<file path="config.mk">
export PLATFORM = sky130hd
export DESIGN_NAME = gf_clkdiv
export DESIGN_NICKNAME = d
export VERILOG_FILES = /design/src/rtl/gfd_pkg.sv /design/src/rtl/gfd_sync.sv /design/src/rtl/gfd_ctrl.sv /design/src/rtl/gfd_outstage.sv /design/src/rtl/gf_clkdiv.sv
export SDC_FILE = /design/constraint.sdc
export NUM_CORES = 1
export LEC_CHECK = 0
export ABC_AREA = 1
export BUFFER_PORTS_ARGS = -buffer_cell sky130_fd_sc_hd__buf_2
export CAP_MARGIN = 20
export CORE_MARGIN = 4
export CORE_UTILIZATION = 60
export CTS_BUF_LIST = sky130_fd_sc_hd__clkbuf_4
export DETAILED_ROUTE_END_ITERATION = 16
export GPL_ROUTABILITY_DRIVEN = 0
export PLACE_DENSITY = 0.76
export SLEW_MARGIN = 10
export SYNTH_ARGS = -nofsm -noshare
export SYNTH_HDL_FRONTEND = slang
export SYNTH_SLANG_ARGS = --single-unit
</file>
<file path="constraint.sdc">
create_clock -name clk_src -period 1.8 [get_ports clk_src]
set_input_delay 0.09 -clock clk_src [delete_from_list [all_inputs] [get_ports clk_src]]
set_output_delay 0.09 -clock clk_src [all_outputs]
set_load 0.005 [all_outputs]
</file>
<file path="src/rtl/gfd_pkg.sv">
package gfd_pkg;

   // Ratio values up to 15 fit in this width.
   localparam int unsigned RW = 4;

   typedef enum logic [1:0] {
      ST_HOLD = 2'd0,
      ST_RUN  = 2'd1,
      ST_DOWN = 2'd2
   } gfd_state_e;

   localparam int unsigned EN_OE = 0;
   localparam int unsigned EN_PD = 1;

   function automatic logic ratio_legal(input logic [RW-1:0] r);
      case (r)
         4'd1, 4'd2, 4'd3, 4'd4, 4'd6, 4'd8, 4'd9, 4'd10, 4'd12, 4'd15: return 1'b1;
         default: return 1'b0;
      endcase
   endfunction

   // Rising-edge high count: ceil(N/2)
   function automatic logic [RW-1:0] high_len(input logic [RW-1:0] r);
      logic [RW:0] t;
      t = {1'b0, r} + 1'b1;
      return t[RW:1];
   endfunction

endpackage

</file>
<file path="src/rtl/gfd_sync.sv">
module gfd_sync #(
   parameter int unsigned W      = 4,
   parameter int unsigned STAGES = 2
) (
   input  logic         clk,
   input  logic         rst_n,
   input  logic [W-1:0] d,
   output logic [W-1:0] q
);

   logic [W-1:0] stg [STAGES];

   for (genvar i = 0; i < STAGES; i++) begin : g_stage
      if (i == 0) begin : g_first
         always_ff @(posedge clk or negedge rst_n) begin
            if (!rst_n) stg[0] <= '0;
            else        stg[0] <= d;
         end
      end else begin : g_next
         always_ff @(posedge clk or negedge rst_n) begin
            if (!rst_n) stg[i] <= '0;
            else        stg[i] <= stg[i-1];
         end
      end
   end

   assign q = stg[STAGES-1];

endmodule

</file>
<file path="src/rtl/gfd_ctrl.sv">
module gfd_ctrl
   import gfd_pkg::*;
#(
   parameter int unsigned SEL_W       = 3,
   parameter int unsigned SYNC_STAGES = 2,
   parameter int unsigned HOLD_CYC    = 2,
   parameter int unsigned EN_MODE     = EN_OE,
   parameter logic [(2**SEL_W)*RW-1:0] RATIO_TABLE = '0
) (
   input  logic             clk,
   input  logic             rst_n,
   input  logic [SEL_W-1:0] sel_s,
   input  logic             en_s,
   output logic             pos_q,
   output logic [RW-1:0]    act_ratio,
   output logic             ratio_bad,
   output gfd_state_e       state,
   output logic [RW-1:0]    cnt
);

   localparam int unsigned NENT     = 2**SEL_W;
   localparam int unsigned RST_LAST = SYNC_STAGES + HOLD_CYC - 1;
   localparam int unsigned HW       = $clog2(RST_LAST + 1);
   localparam logic [HW-1:0] HOLD_END = HW'(HOLD_CYC - 1);
   localparam logic [HW-1:0] RST_END  = HW'(RST_LAST);

   // Per-entry decode of the ratio table
   logic [RW-1:0] ent_ratio [NENT];
   logic          ent_bad   [NENT];

   for (genvar g = 0; g < NENT; g++) begin : g_ent
      localparam logic [RW-1:0] RAW = RATIO_TABLE[g*RW +: RW];
      assign ent_bad[g]   = !ratio_legal(RAW);
      assign ent_ratio[g] = ent_bad[g] ? RW'(1) : RAW;
   end

   // Enable pin meaning picked by parameter
   logic gate_en;
   logic pd_go;
   if (EN_MODE == EN_PD) begin : g_pd
      assign gate_en = 1'b1;
      assign pd_go   = en_s;
   end else begin : g_oe
      assign gate_en = en_s;
      assign pd_go   = 1'b1;
   end

   logic [SEL_W-1:0] sel_prev;
   logic [SEL_W-1:0] act_sel;
   logic [HW-1:0]    hold_cnt;
   logic             first_q;
   logic             gate_q;

   logic             sel_stable;
   logic             want_switch;
   logic [RW-1:0]    cnt_inc;
   logic [RW-1:0]    hi_len;
   logic             wrap;
   logic             hold_done;

   assign sel_stable  = (sel_s == sel_prev);
   assign want_switch = sel_stable && (sel_s != act_sel);
   assign cnt_inc     = cnt + 1'b1;
   assign hi_len      = high_len(act_ratio);
   assign wrap        = (cnt_inc == act_ratio);
   assign hold_done   = (hold_cnt == (first_q ? RST_END : HOLD_END));

   always_ff @(posedge clk or negedge rst_n) begin
      if (!rst_n) begin
         sel_prev  <= '0;
         act_sel   <= '0;
         act_ratio <= RW'(1);
         ratio_bad <= 1'b0;
         state     <= ST_HOLD;
         cnt       <= '0;
         hold_cnt  <= '0;
         first_q   <= 1'b1;
         gate_q    <= 1'b0;
         pos_q     <= 1'b0;
      end else begin
         sel_prev <= sel_s;
         case (state)
            ST_HOLD: begin
               pos_q <= 1'b0;
               if (!hold_done) begin
                  hold_cnt <= hold_cnt + 1'b1;
               end else if (sel_stable && pd_go) begin
                  act_sel   <= sel_s;
                  act_ratio <= ent_ratio[sel_s];
                  ratio_bad <= ent_bad[sel_s];
                  first_q   <= 1'b0;
                  cnt       <= '0;
                  gate_q    <= gate_en;
                  pos_q     <= gate_en;
                  state     <= ST_RUN;
               end
            end
            ST_RUN: begin
               if (wrap) begin
                  cnt <= '0;
                  if (want_switch) begin
                     state    <= ST_HOLD;
                     hold_cnt <= '0;
                     pos_q    <= 1'b0;
                  end else if (!pd_go) begin
                     state <= ST_DOWN;
                     pos_q <= 1'b0;
                  end else begin
                     gate_q <= gate_en;
                     pos_q  <= gate_en;
                  end
               end else begin
                  cnt   <= cnt_inc;
                  pos_q <= gate_q && (cnt_inc < hi_len);
               end
            end
            ST_DOWN: begin
               pos_q <= 1'b0;
               if (pd_go) begin
                  state    <= ST_HOLD;
                  hold_cnt <= '0;
               end
            end
            default: begin
               state <= ST_HOLD;
               pos_q <= 1'b0;
            end
         endcase
      end
   end

endmodule

</file>
<file path="src/rtl/gfd_outstage.sv">
module gfd_outstage
   import gfd_pkg::*;
(
   input  logic          clk,
   input  logic          rst_n,
   input  logic          pos_q,
   input  logic [RW-1:0] act_ratio,
   output logic          neg_q,
   output logic          clk_out
);

   logic is_one;
   logic is_odd;

   // Half-cycle delayed copy of the rising-edge phase
   always_ff @(negedge clk or negedge rst_n) begin
      if (!rst_n) neg_q <= 1'b0;
      else        neg_q <= pos_q;
   end

   assign is_one = (act_ratio == RW'(1));
   assign is_odd = act_ratio[0];

   always_comb begin
      if (is_one)      clk_out = neg_q & clk;
      else if (is_odd) clk_out = pos_q & neg_q;
      else             clk_out = pos_q;
   end

endmodule

</file>
<file path="src/rtl/gf_clkdiv.sv">
module gf_clkdiv
   import gfd_pkg::*;
#(
   parameter int unsigned SEL_W       = 3,
   parameter int unsigned SYNC_STAGES = 2,
   parameter int unsigned HOLD_CYC    = 2,
   parameter int unsigned EN_MODE     = EN_OE,
   parameter logic [(2**SEL_W)*RW-1:0] RATIO_TABLE =
      {4'd15, 4'd12, 4'd9, 4'd6, 4'd4, 4'd3, 4'd2, 4'd1}
) (
   input  logic             clk_src,
   input  logic             rst_n,
   input  logic [SEL_W-1:0] fsel,
   input  logic             en_pin,
   output logic             clk_out,
   output logic             ratio_bad
);

   if (SYNC_STAGES < 2) begin : g_bad_sync
      $error("gf_clkdiv: SYNC_STAGES must be at least 2");
   end
   if (HOLD_CYC < 2) begin : g_bad_hold
      $error("gf_clkdiv: HOLD_CYC must be at least 2");
   end
   if (EN_MODE > EN_PD) begin : g_bad_mode
      $error("gf_clkdiv: EN_MODE must be 0 or 1");
   end
   if (SEL_W < 1 || SEL_W > 4) begin : g_bad_sel
      $error("gf_clkdiv: SEL_W out of range");
   end

   logic [SEL_W:0]   sync_in;
   logic [SEL_W:0]   sync_out;
   logic [SEL_W-1:0] sel_s;
   logic             en_s;
   logic             pos_q;
   logic             neg_q;
   logic [RW-1:0]    act_ratio;
   logic [RW-1:0]    cnt;
   gfd_state_e       st;

   assign sync_in = {en_pin, fsel};
   assign sel_s   = sync_out[SEL_W-1:0];
   assign en_s    = sync_out[SEL_W];

   gfd_sync #(
      .W      (SEL_W + 1),
      .STAGES (SYNC_STAGES)
   ) u_sync (
      .clk   (clk_src),
      .rst_n (rst_n),
      .d     (sync_in),
      .q     (sync_out)
   );

   gfd_ctrl #(
      .SEL_W       (SEL_W),
      .SYNC_STAGES (SYNC_STAGES),
      .HOLD_CYC    (HOLD_CYC),
      .EN_MODE     (EN_MODE),
      .RATIO_TABLE (RATIO_TABLE)
   ) u_ctrl (
      .clk       (clk_src),
      .rst_n     (rst_n),
      .sel_s     (sel_s),
      .en_s      (en_s),
      .pos_q     (pos_q),
      .act_ratio (act_ratio),
      .ratio_bad (ratio_bad),
      .state     (st),
      .cnt       (cnt)
   );

   gfd_outstage u_out (
      .clk       (clk_src),
      .rst_n     (rst_n),
      .pos_q     (pos_q),
      .act_ratio (act_ratio),
      .neg_q     (neg_q),
      .clk_out   (clk_out)
   );

endmodule

</file>
# ---- After elaboration in Yosys (flattened, before gate mapping)
# Memory sizes are Yosys's and may differ from the RTL's. A register that Yosys moved wholly into a read port is not among the register bits.
# Cells that the tools add are included.
dict set report word_totals {
  romBits 40
  register_bits 26
  memories 2
}
# name words word_bits read_ports rd_clocked_by_memory_dff write_ports line
set mem_list {}
lappend mem_list {{(no name shown)} 8 4 1 1 0 gfd_ctrl.sv:89} ;# act_ratio <= ent_ratio[sel_s];
lappend mem_list {{(no name shown)} 8 1 1 1 0 gfd_ctrl.sv:90} ;# ratio_bad <= ent_bad[sel_s];
dict set report op_classes {
  n_bitwise 3
  n_mux 24
  add_sub_neg 3
  reduce_logical 12
  eq_ne 13
  n_lt_le_gt_ge 1
}
# operator count
set ops {}
lappend ops {{$mux 2} 6}
lappend ops {{$mux 4} 3}
lappend ops {{$mux 1} 10}
lappend ops {{$ne 2x1->1 const B} 4}
lappend ops {{$pmux 4 s2} 1}
lappend ops {{$reduce_and 4->1} 2}
lappend ops {{$pmux 2 s3} 1}
lappend ops {{$reduce_and 3->1} 2}
lappend ops {{$add 4x1->5 const B} 1}
lappend ops {{$reduce_and 5->1} 1}
lappend ops {{$add 4x1->4 const B} 1}
lappend ops {{$eq 4x1->1 const B} 1}
lappend ops {{$eq 4x4->1} 1}
lappend ops {{$lt 4x4->1} 1}
lappend ops {{$ne 2x2->1 const B} 2}
lappend ops {{$not 3->4} 1}
lappend ops {{$pmux 1 s2} 2}
lappend ops {{$pmux 2 s2} 1}
lappend ops {{$eq 3x3->1} 1}
lappend ops {{$ne 3x3->1} 1}
lappend ops {{$reduce_bool 3->1} 1}
lappend ops {{$add 2x1->2 const B} 1}
lappend ops {{$and 1x1->1} 2}
lappend ops {{$eq 2x1->1 const B} 1}
lappend ops {{6 further kinds} 8}

# ---- Longest topological paths before layout
# Gate-level depths: netlist of run 1.
dict set report depth {
  word_depth 5
  mapped_depth 11
}

# ---- By module
# Synthesis of run 1 repeated with hierarchy kept, for this count alone.
dict set report unflattened {
  cells_unflattened 174
  area_unflattened_um2 1503.9
}
# module seq_area_each_um2 instances cells_each area_each_um2
set by_module_without_submodules {}
lappend by_module_without_submodules {gfd_ctrl 503.0 1 150 1199.9}
lappend by_module_without_submodules {gfd_sync 200.2 1 12 230.2}
lappend by_module_without_submodules {gfd_outstage 25.0 1 12 73.8}

==> results.md, run 1 <==
* Outcome: finished, violations left
* Failing checks: setup timing
* R2R depth at 10
* #FFs+latches synth at 29
* Main area contributors after synthesis: dfrtp_1, nand2_1, nand3_1
* Post-synth top area share at 0.4187
* Final ANT Viol Nets at 0
* Post-Synthesis Net Count at 193
* Maxcap violations at 0
* Post-synth top area cell: dfrtp_1
* Post-synth EDFFs at 0
* Drt drc at 0
* Port-buffer cells at 6
* Peak supply drop at ~0.00086 V
* Final WS setup at -0.3355 ns
* RSZ-0062 raised after global routing: true
* Core area at between 2000 and 2500 sq um
* Top FF cell, synth: dfrtp_1
* Layout cells sized above 1 at 0.2277
* Initial antenna violation count at 0
* Power density cells at ~1300 nW/um^2
* Starting Density at 0.6273
* Ant diodes at 0
* Critical-path cell list: o21ai_1, o21ai_1, buf_2
* Via count at ~1,200
* Crit-path leading delay family: flip-flops
* Nets at 214
* Vias in the first global route at approximately 1,300
* Seq/Total Area, Yosys at 0.4686
* Synthesized instance count at 180
* Gr ovfl total at 0
* Yosys cell types at 29
* Max-slew violation count at 0
* Syn Std Cell Area at around 1600 sq um
* Reg2reg start: u_ctrl.act_ratio[0]
* Crit path launch: u_out.neg_q
* Commonest cells post-synth: nand2_1, dfrtp_1, inv_1
* Hpwl dp at 2090 microns
* CP max FO at 2
* First-pass GRT wire length at about 5000 microns
* Yosys warning total at 0
* Clock Latency Late Sink at between 0.4 and 0.5 ns
* Vias per cell at 5.185
* Critical path type: reg2out
* CP Launch Type: flop
* CTS tree: yes
* # setup viols final at 3
* Critical path arrival at 2.05 ns
* 1st-pass router iterations at 4
* CP required at around 1.7 ns
* Critical Path End Type: output pin
* Crit-path most repeated cell: o21ai_1
* Min-Delay Path Class: in2async
* CP max-delay cell: dfrtn_1
* Final core utilization at 0.7096
* DR iter-0 viols at 37
* All-layer global routing usage at 0.2031
* Final Hold Viols at 0
* WP depth at 3
* Full die area at approximately 3500 sq um
* Worst Path Buf+Inv at 1
* Die height at about 60 microns
* Max incr delay on CP at about 0.42 ns
* Syn_area_per_cell at roughly 8.6 sq um
* Sum of negative setup slack at -0.3355 ns
* Top-count cell post-synth: nand2_1
* Avg WL per Cell at around 12 microns
* Clock Pin Slew Worst Setup and Hold Paths at 0.09 ns
* WL final at approximately 2800 microns
* Pre-CTS WS at 0.09759 ns
* Static leakage power at around 0.90 nW
* Cell row count at 18
* Asr flop ratio synth at 1.000
* Die W at between 50 and 60 microns
* Largest net degree at the start of global routing at 29
* Clock Skew at between 0.01 and 0.015 ns
* I/O pins at 8
* Area delta synth->final at 13.12%
[layout by cell type, fill, tap and decap left out]
cell type / Yosys / layout
o21ai_0: 9 / 7
xor2_2: 1 / 1
nand2_1: 49 / 49
clkbuf_4: 0 / 11
nor2_4: 3 / 3
buf_4: 1 / 3
inv_1: 21 / 21
a21oi_4: 1 / 1
ha_2: 0 / 1
o22ai_1: 1 / 1
dfrtp_1: 26 / 26
buf_2: 1 / 6
conb_1: 1 / 1
nor2_1: 7 / 6
dfrtn_1: 1 / 1
dlygate4sd3_1: 0 / 5
dfstp_2: 2 / 2
a21oi_1: 2 / 2
or2_2: 1 / 1
nand3_1: 18 / 18
nor2_2: 0 / 1
clkinv_4: 1 / 1
nand4_1: 3 / 3
nand2_4: 4 / 4
xor2_1: 1 / 1
nand2_2: 6 / 6
o21ai_1: 4 / 6
o22ai_2: 1 / 1
xnor2_1: 3 / 3
o21ai_2: 1 / 1
inv_2: 3 / 3
ha_1: 7 / 6
[power by group]
group / switching (mW) / internal (mW) / total, mW
sequential: 0.137 / 0.787 / 0.923
clock: 0.224 / 0.279 / 0.504
combinational: 0.528 / 0.362 / 0.890
total: 0.889 / 1.43 / 2.32
[per-stage QoR]
step           cell area [sq um]  power (mW)  std cells  hold WS [ns]
4_1_cts                     1745       2.325        231        0.2282
3_3_place_gp                1613       1.751        215        0.1585
6_report                    1758       2.317        232        0.2192
5_1_grt                     1758       2.532        232        0.2502
2_1_floorplan               1554       1.595        180       -0.2056
3_5_place_dp                1613       1.810        215        0.1582
[worst register-to-register path, cell delays in order (launching register included)]
cell and delay (ns):
dfstp_2 0.56, ha_1 0.19, xnor2_1 0.13, ha_1 0.25, o21ai_0 0.08, nand2_1 0.07
nand3_1 0.07, nand2_1 0.06, nor2_1 0.10, nand2_1 0.06, nand2_1 0.06
[metal layers]
layer  GRT usage  vias to the layer above  part of all wire
li1            -                      610                 -
met3     0.08333                       11             0.038
met4      0.1456                        0             0.028
met1      0.2057                      559              0.41
met2      0.3344                       23              0.52
met5           0                        -                 0
[cell type report]
type,instances,area (sq um)
multi-input combinational,123,708.2
fill,198,719.4
tap,30,37.54
inverter,25,98.84
timing repair buffer,13,97.59
clock buffer,12,87.58
sequential,29,728.2
[final timing paths]
check / endpoint / slack (ns)
min in group clk_src: u_sync.stg[4] / 0.32
max in group asynchronous: u_out.neg_q / 0.91
worst max-delay path: clk_out / -0.34
worst max register to register: u_ctrl.pos_q / 0.11
worst min-delay path: u_ctrl.cnt[0] / 0.22
worst min register to register: u_sync.q[2] / 0.36
[logic make-up after synthesis]
kind of cell             after synthesis  synth area share
AND/OR/NAND/NOR                       91            0.2842
AO/OA/AOI/OAI                         19           0.07649
flip-flops                            29            0.4686
buffers and inverters                 28           0.07891
adder cells (fa/ha/maj)                7           0.05636
other                                  1          0.002413
XOR/XNOR                               5           0.03302
[registers in the layout, summed over array words and instances, names as in the netlist]
name              cells
u_ctrl.act_ratio      4
u_ctrl.cnt            4
u_sync.q              4
u_sync.stg            4
u_ctrl.act_sel        3
u_ctrl.sel_prev       3
u_ctrl.hold_cnt       2
u_ctrl.first_q        1
u_ctrl.gate_q         1
u_ctrl.pos_q          1
u_ctrl.state          1
u_out.neg_q           1
[what timing repair did]
action,CTS,global route
setup endpoints to repair,3,7
hold buffers,5,0
resized for setup,2,2
endpoints found under the hold margin,32,0
setup buffers,0,1
Note: power is estimated with default switching activity, not from simulation.
==> run 2: changes to the inputs <==
--- a/config.mk
+++ b/config.mk
@@ -18,3 +18,4 @@
 export SYNTH_ARGS = -nofsm -noshare
 export SYNTH_HDL_FRONTEND = slang
 export SYNTH_SLANG_ARGS = --single-unit
+export TNS_END_PERCENT = 20
==> run 2 against run 1 <==
Against the previous run:
- the flow still finishes with violations (setup timing)
- sequential share of layout area down 0.41 points
- via count up 0.42%
- combinational power up 0.9%
- cell area up 1.0%
==> results.md, run 2 (same netlist as run 1, synthesis figures left out) <==
* Cell row count at 18 (unchanged)
* Final WS setup at -0.3399 ns (-0.004427 ns)
* Clock Latency Late Sink at 0.43 ns (about the same)
* Clock Pin Slew Worst Setup and Hold Paths at 0.09 ns (about the same)
* DR iter-0 viols at 40 (+8.1%)
* Hpwl dp at 2090 microns (unchanged)
* WL final at 2891 microns (+2.2%)
* Post-CTS setup buffers at 0 (unchanged)
* Failing checks: setup timing
* Critical path type: reg2out
* CP required at 1.71 ns (about the same)
* Drt drc at 0 (unchanged)
* Critical path arrival at 2.05 ns (about the same)
* Port-buffer cells at 6 (unchanged)
* I/O pins at 8 (unchanged)
* CP Launch Type: flop
* CP max FO at 2 (unchanged)
* Static leakage power at 0.8959 nW (-0.87%)
* Final ANT Viol Nets at 0 (unchanged)
* Peak supply drop at 0.0008559 V (about the same)
* # setup viols final at 3 (unchanged)
* Final Hold Viols at 0 (unchanged)
* Avg WL per Cell at 12.52 microns (+2.6%)
* Via count at 1,208 (+0.42%)
* Vias per cell at 5.229 (+0.85%)
* Initial antenna violation count at 0 (unchanged)
* Area delta synth->final at 14.25%
* Vias in the first global route at 1,251 (unchanged)
* CTS tree: yes
* Maxcap violations at 0 (unchanged)
* Most frequent cells in the layout: nand2_1, dfrtp_1, inv_1, nand3_1, clkbuf_4
* Worst hold margin at 0.2201 ns (+0.0009530 ns)
* Min-Delay Path Class: in2async
* Most common cell after layout, fill and taps aside: nand2_1
* Max-slew violation count at 0 (unchanged)
* Core area at 2477 sq um (unchanged)
* Die W at 58.89 microns (unchanged)
* Gr ovfl total at 0 (unchanged)
* Layout cells sized above 1 at 0.2338 (+0.006108)
* 1st-pass router iterations at 4 (unchanged)
* Starting Density at 0.6273 (unchanged)
* Outcome: finished, violations left
* Fin cells at 231 (-0.43%)
* First-pass GRT wire length at 5002 microns (unchanged)
* Largest net degree at the start of global routing at 29 (unchanged)
* Die height at 58.89 microns (unchanged)
* Full die area at 3468 sq um (unchanged)
* Cells after DPL at 215 (unchanged)
* Clock Skew at 0.01446 ns (+0.00007740 ns)
* RSZ-0062 raised after global routing: true
* Power density cells at 1315 nW/um^2 (-0.23%)
* Critical Path End Type: output pin
* Overall Power at 2.335 mW (+0.76%)
* Final core utilization at 0.7167 (+0.007071)
* Nets at 213 (-0.47%)
* Ant diodes at 0 (unchanged)
* All-layer global routing usage at 0.2031 (unchanged)
## run 2: cell count changes in the layout (fill, tap and decap cells not counted)
| cell | change |
|---|---|
| ha_1 | -2 |
| ha_4 | +2 |
| buf_4 | -1 |
## run 2: stage by stage
stage | instance area (sq um) | worst slack, ns | setup TNS (ns)
floorplan | 1554 | 0.1811 | 0
global placement | 1613 | 0.1166 | 0
detailed placement | 1613 | 0.09759 | 0
CTS | 1745 | -0.3576 | -0.3576
global route | 1775 | -0.4395 | -0.4900
finish | 1775 | -0.3399 | -0.3399
## run 2: cell type report
type                    count  area (sq um)
clock buffers              12         87.58
fillers                   192         701.9
inverters                  25         98.84
multi-input cells         123         733.2
flip-flops and latches     29         728.2
well taps                  30         37.54
repair buffers             12         90.09
## run 2: timing repair
action | 4_1_cts | 5_1_grt
hold buffers | 5 | 0
endpoints found under the setup margin | 3 | 7
hold endpoints to repair | 32 | 0
pin swaps | 0 | 2
gates resized for setup | 2 | 6
## run 2: metal layers
layer	track usage	wire, microns	part of all wire	up-vias
met5	0	0	0	-
met4	0.1456	88	0.030	0
met3	0.08333	106	0.037	13
met2	0.3344	1505	0.52	26
met1	0.2057	1191	0.41	562
li1	-	-	-	607
## run 2: worst max-delay path, cell delays in order (launching register included)
cell and delay [ns]:
dfrtn_1 0.42, o21ai_1 0.07, o21ai_1 0.11, buf_2 0.12
## run 2: report_power, final
group | total (mW) | internal (mW) | leakage (nW) | switching (mW)
registers | 0.932 | 0.787 | 0.350 | 0.145
clock network | 0.505 | 0.280 | 0.0583 | 0.225
logic | 0.898 | 0.364 | 0.487 | 0.534
## run 2: final timing paths
kind / endpoint / startpoint / cells after the start / slack (ns)
max: clk_out / u_out.neg_q / 3 / -0.34
min: u_ctrl.cnt[0] / rst_n / 3 / 0.22
max reg2reg: u_ctrl.pos_q / u_ctrl.act_ratio[0] / 10 / 0.07
min reg2reg: u_sync.q[2] / u_sync.stg[6] / 0 / 0.36
max in group asynchronous: u_out.neg_q / rst_n / 2 / 0.91
min in group clk_src: u_sync.stg[5] / fsel[1] / 2 / 0.32
==> run 3: changes to the inputs <==
--- a/config.mk
+++ b/config.mk
@@ -8,6 +8,7 @@
 export ABC_AREA = 1
 export BUFFER_PORTS_ARGS = -buffer_cell sky130_fd_sc_hd__buf_2
 export CAP_MARGIN = 20
+export CORE_ASPECT_RATIO = 0.6
 export CORE_MARGIN = 4
 export CORE_UTILIZATION = 60
 export CTS_BUF_LIST = sky130_fd_sc_hd__clkbuf_4
==> constraint.sdc (replaced) <==
create_clock -name clk_src -period 2.4 [get_ports clk_src]
set_input_delay 0.12 -clock clk_src [delete_from_list [all_inputs] [get_ports clk_src]]
set_output_delay 0.12 -clock clk_src [all_outputs]
set_load 0.005 [all_outputs]
==> run 3 against run 2 <==
Against the previous run:
- the run still ends with setup timing left
- die area grew 0.77%
- clock-buffer cell count fell by 3
- critical path depth is the same
- register-to-register slack gained 0.57 ns
==> results.md, run 3 (same netlist as run 1, synthesis figures left out) <==
* Port-buffer cells at 6 (unchanged)
* 1st-pass router iterations at 4 (unchanged)
* Pre-CTS WS at 0.3585 ns (+0.2609 ns)
* Starting Density at 0.6728 (+0.04553)
* Critical path type: reg2out
* Fin area at 1784 sq um (+0.49%)
* CTS tree: yes
* Static leakage power at 0.9148 nW (+2.1%)
* Cell row count at 13 (-5)
* WL final at 3038 microns (+5.1%)
* First-pass GRT wire length at 5382 microns (+7.6%)
* Die W at 73.70 microns (+25%)
* Final Hold Viols at 0 (unchanged)
* Drt drc at 0 (unchanged)
* Clock Latency Late Sink at 0.44 ns (about the same)
* Gr ovfl total at 0 (unchanged)
* Initial antenna violation count at 0 (unchanged)
* Outcome: finished, violations left
* Vias in the first global route at 1,226 (-2.0%)
* # setup viols final at 3 (unchanged)
* Die height at 47.42 microns (-19%)
* Critical Path End Type: output pin
* Hpwl dp at 2136 microns (+2.2%)
* Full die area at 3495 sq um (+0.77%)
* Clock Pin Slew Worst Setup and Hold Paths at 0.10 ns (about the same)
* Nets at 212 (-0.47%)
* Via count at 1,218 (+0.83%)
* Critical path arrival at 2.34 ns (+0.29 ns)
* Worst hold margin at 0.2583 ns (+0.03817 ns)
* I/O pins at 8 (unchanged)
* CP required at 2.28 ns (+0.57 ns)
* Most common cell after layout, fill and taps aside: nand2_1
* Max-slew violation count at 0 (unchanged)
* DR iter-0 viols at 59 (+48%)
* Avg WL per Cell at 13.21 microns (+5.5%)
* Failing checks: setup timing
* Area delta synth->final at 14.81%
* Final WS setup at -0.05628 ns (+0.2836 ns)
* CP max FO at 2 (unchanged)
* RSZ-0062 raised after global routing: true
* Ant diodes at 0 (unchanged)
* Area post-placement at 1605 sq um (-0.47%)
* Most frequent cells in the layout: nand2_1, dfrtp_1, inv_1, nand3_1, clkbuf_4
* Final ANT Viol Nets at 0 (unchanged)
* Largest net degree at the start of global routing at 29 (unchanged)
* Area of the multi-input gates at 706.9 sq um (-3.6%)
* Layout cells sized above 1 at 0.2150 (-0.01883)
* Fin cells at 230 (-0.43%)
* Sequential Area at 728.2 sq um (unchanged)
* Core area at 2310 sq um (-6.8%)
* Clock Skew at 0.01002 ns (-0.004443 ns)
* Power density cells at 1085 nW/um^2 (-18%)
* Maxcap violations at 0 (unchanged)
* CP Launch Type: flop
* Cells after DPL at 214 (-0.47%)
* Number of filler cells placed in the layout at 163 (-15%)
* Final core utilization at 0.7725 (+0.05581)
* All-layer global routing usage at 0.2290 (+0.02599)
* Peak supply drop at 0.0005232 V (-39%)
* Min-Delay Path Class: in2async
* Vias per cell at 5.296 (+1.3%)
-- run 3: changes by cell type in the layout (fill, tap and decap cells not counted), sizes merged --
cell	change
buf	-1
clkinv	+1
clkbuf	-3
bufinv	+2
-- run 3: worst paths after layout --
kind,from,endpoint,slack [ns],cells after the start
max,u_out.neg_q,clk_out,-0.06,3
min,rst_n,u_ctrl.hold_cnt[0],0.26,3
max reg2reg,u_ctrl.cnt[0],u_ctrl.pos_q,0.64,9
min reg2reg,u_sync.stg[7],u_sync.q[3],0.36,0
max in group asynchronous,rst_n,u_out.neg_q,1.17,2
min in group clk_src,fsel[1],u_sync.stg[5],0.31,2
-- run 3: stage by stage --
stage	total power, mW	setup TNS (ns)
floorplan	1.197	0
global placement	1.304	0
detailed placement	1.341	0
CTS	1.945	-0.08408
global route	2.096	-0.1499
finish	1.935	-0.05628
-- run 3: layout make-up --
type                       instances  share of cell area
timing repair buffer              11             0.04628
inverter                          25             0.05540
clock buffer                       9             0.03647
tap                               30             0.02104
sequential                        29              0.4081
clock inverter                     3             0.03647
multi-input combinational        123              0.3962
-- run 3: where the power goes --
group / internal [mW] / leakage (nW) / switching, mW
registers: 0.590 / 0.350 / 0.118
logic: 0.254 / 0.488 / 0.390
clock network: 0.383 / 0.0767 / 0.201
-- run 3: worst max-delay path, stage by stage, from the launching register on --
cell and delay, ns:
dfrtn_1 0.43, o21ai_2 0.06, o21ai_1 0.10, buf_2 0.12
-- run 3: timing repair --
action,CTS,global route
endpoints found under the setup margin,3,3
gates resized for setup,2,1
hold buffers,5,0
setup buffers,0,0
gates cloned,0,0
pin swaps,0,2
endpoints found under the hold margin,31,0
-- run 3: routing by layer --
layer	GRT usage	up-vias	share of wire
li1	-	609	-
met1	0.2605	565	0.47
met2	0.3468	37	0.44
met3	0.1153	7	0.067
met4	0.1588	0	0.022
met5	0	-	0
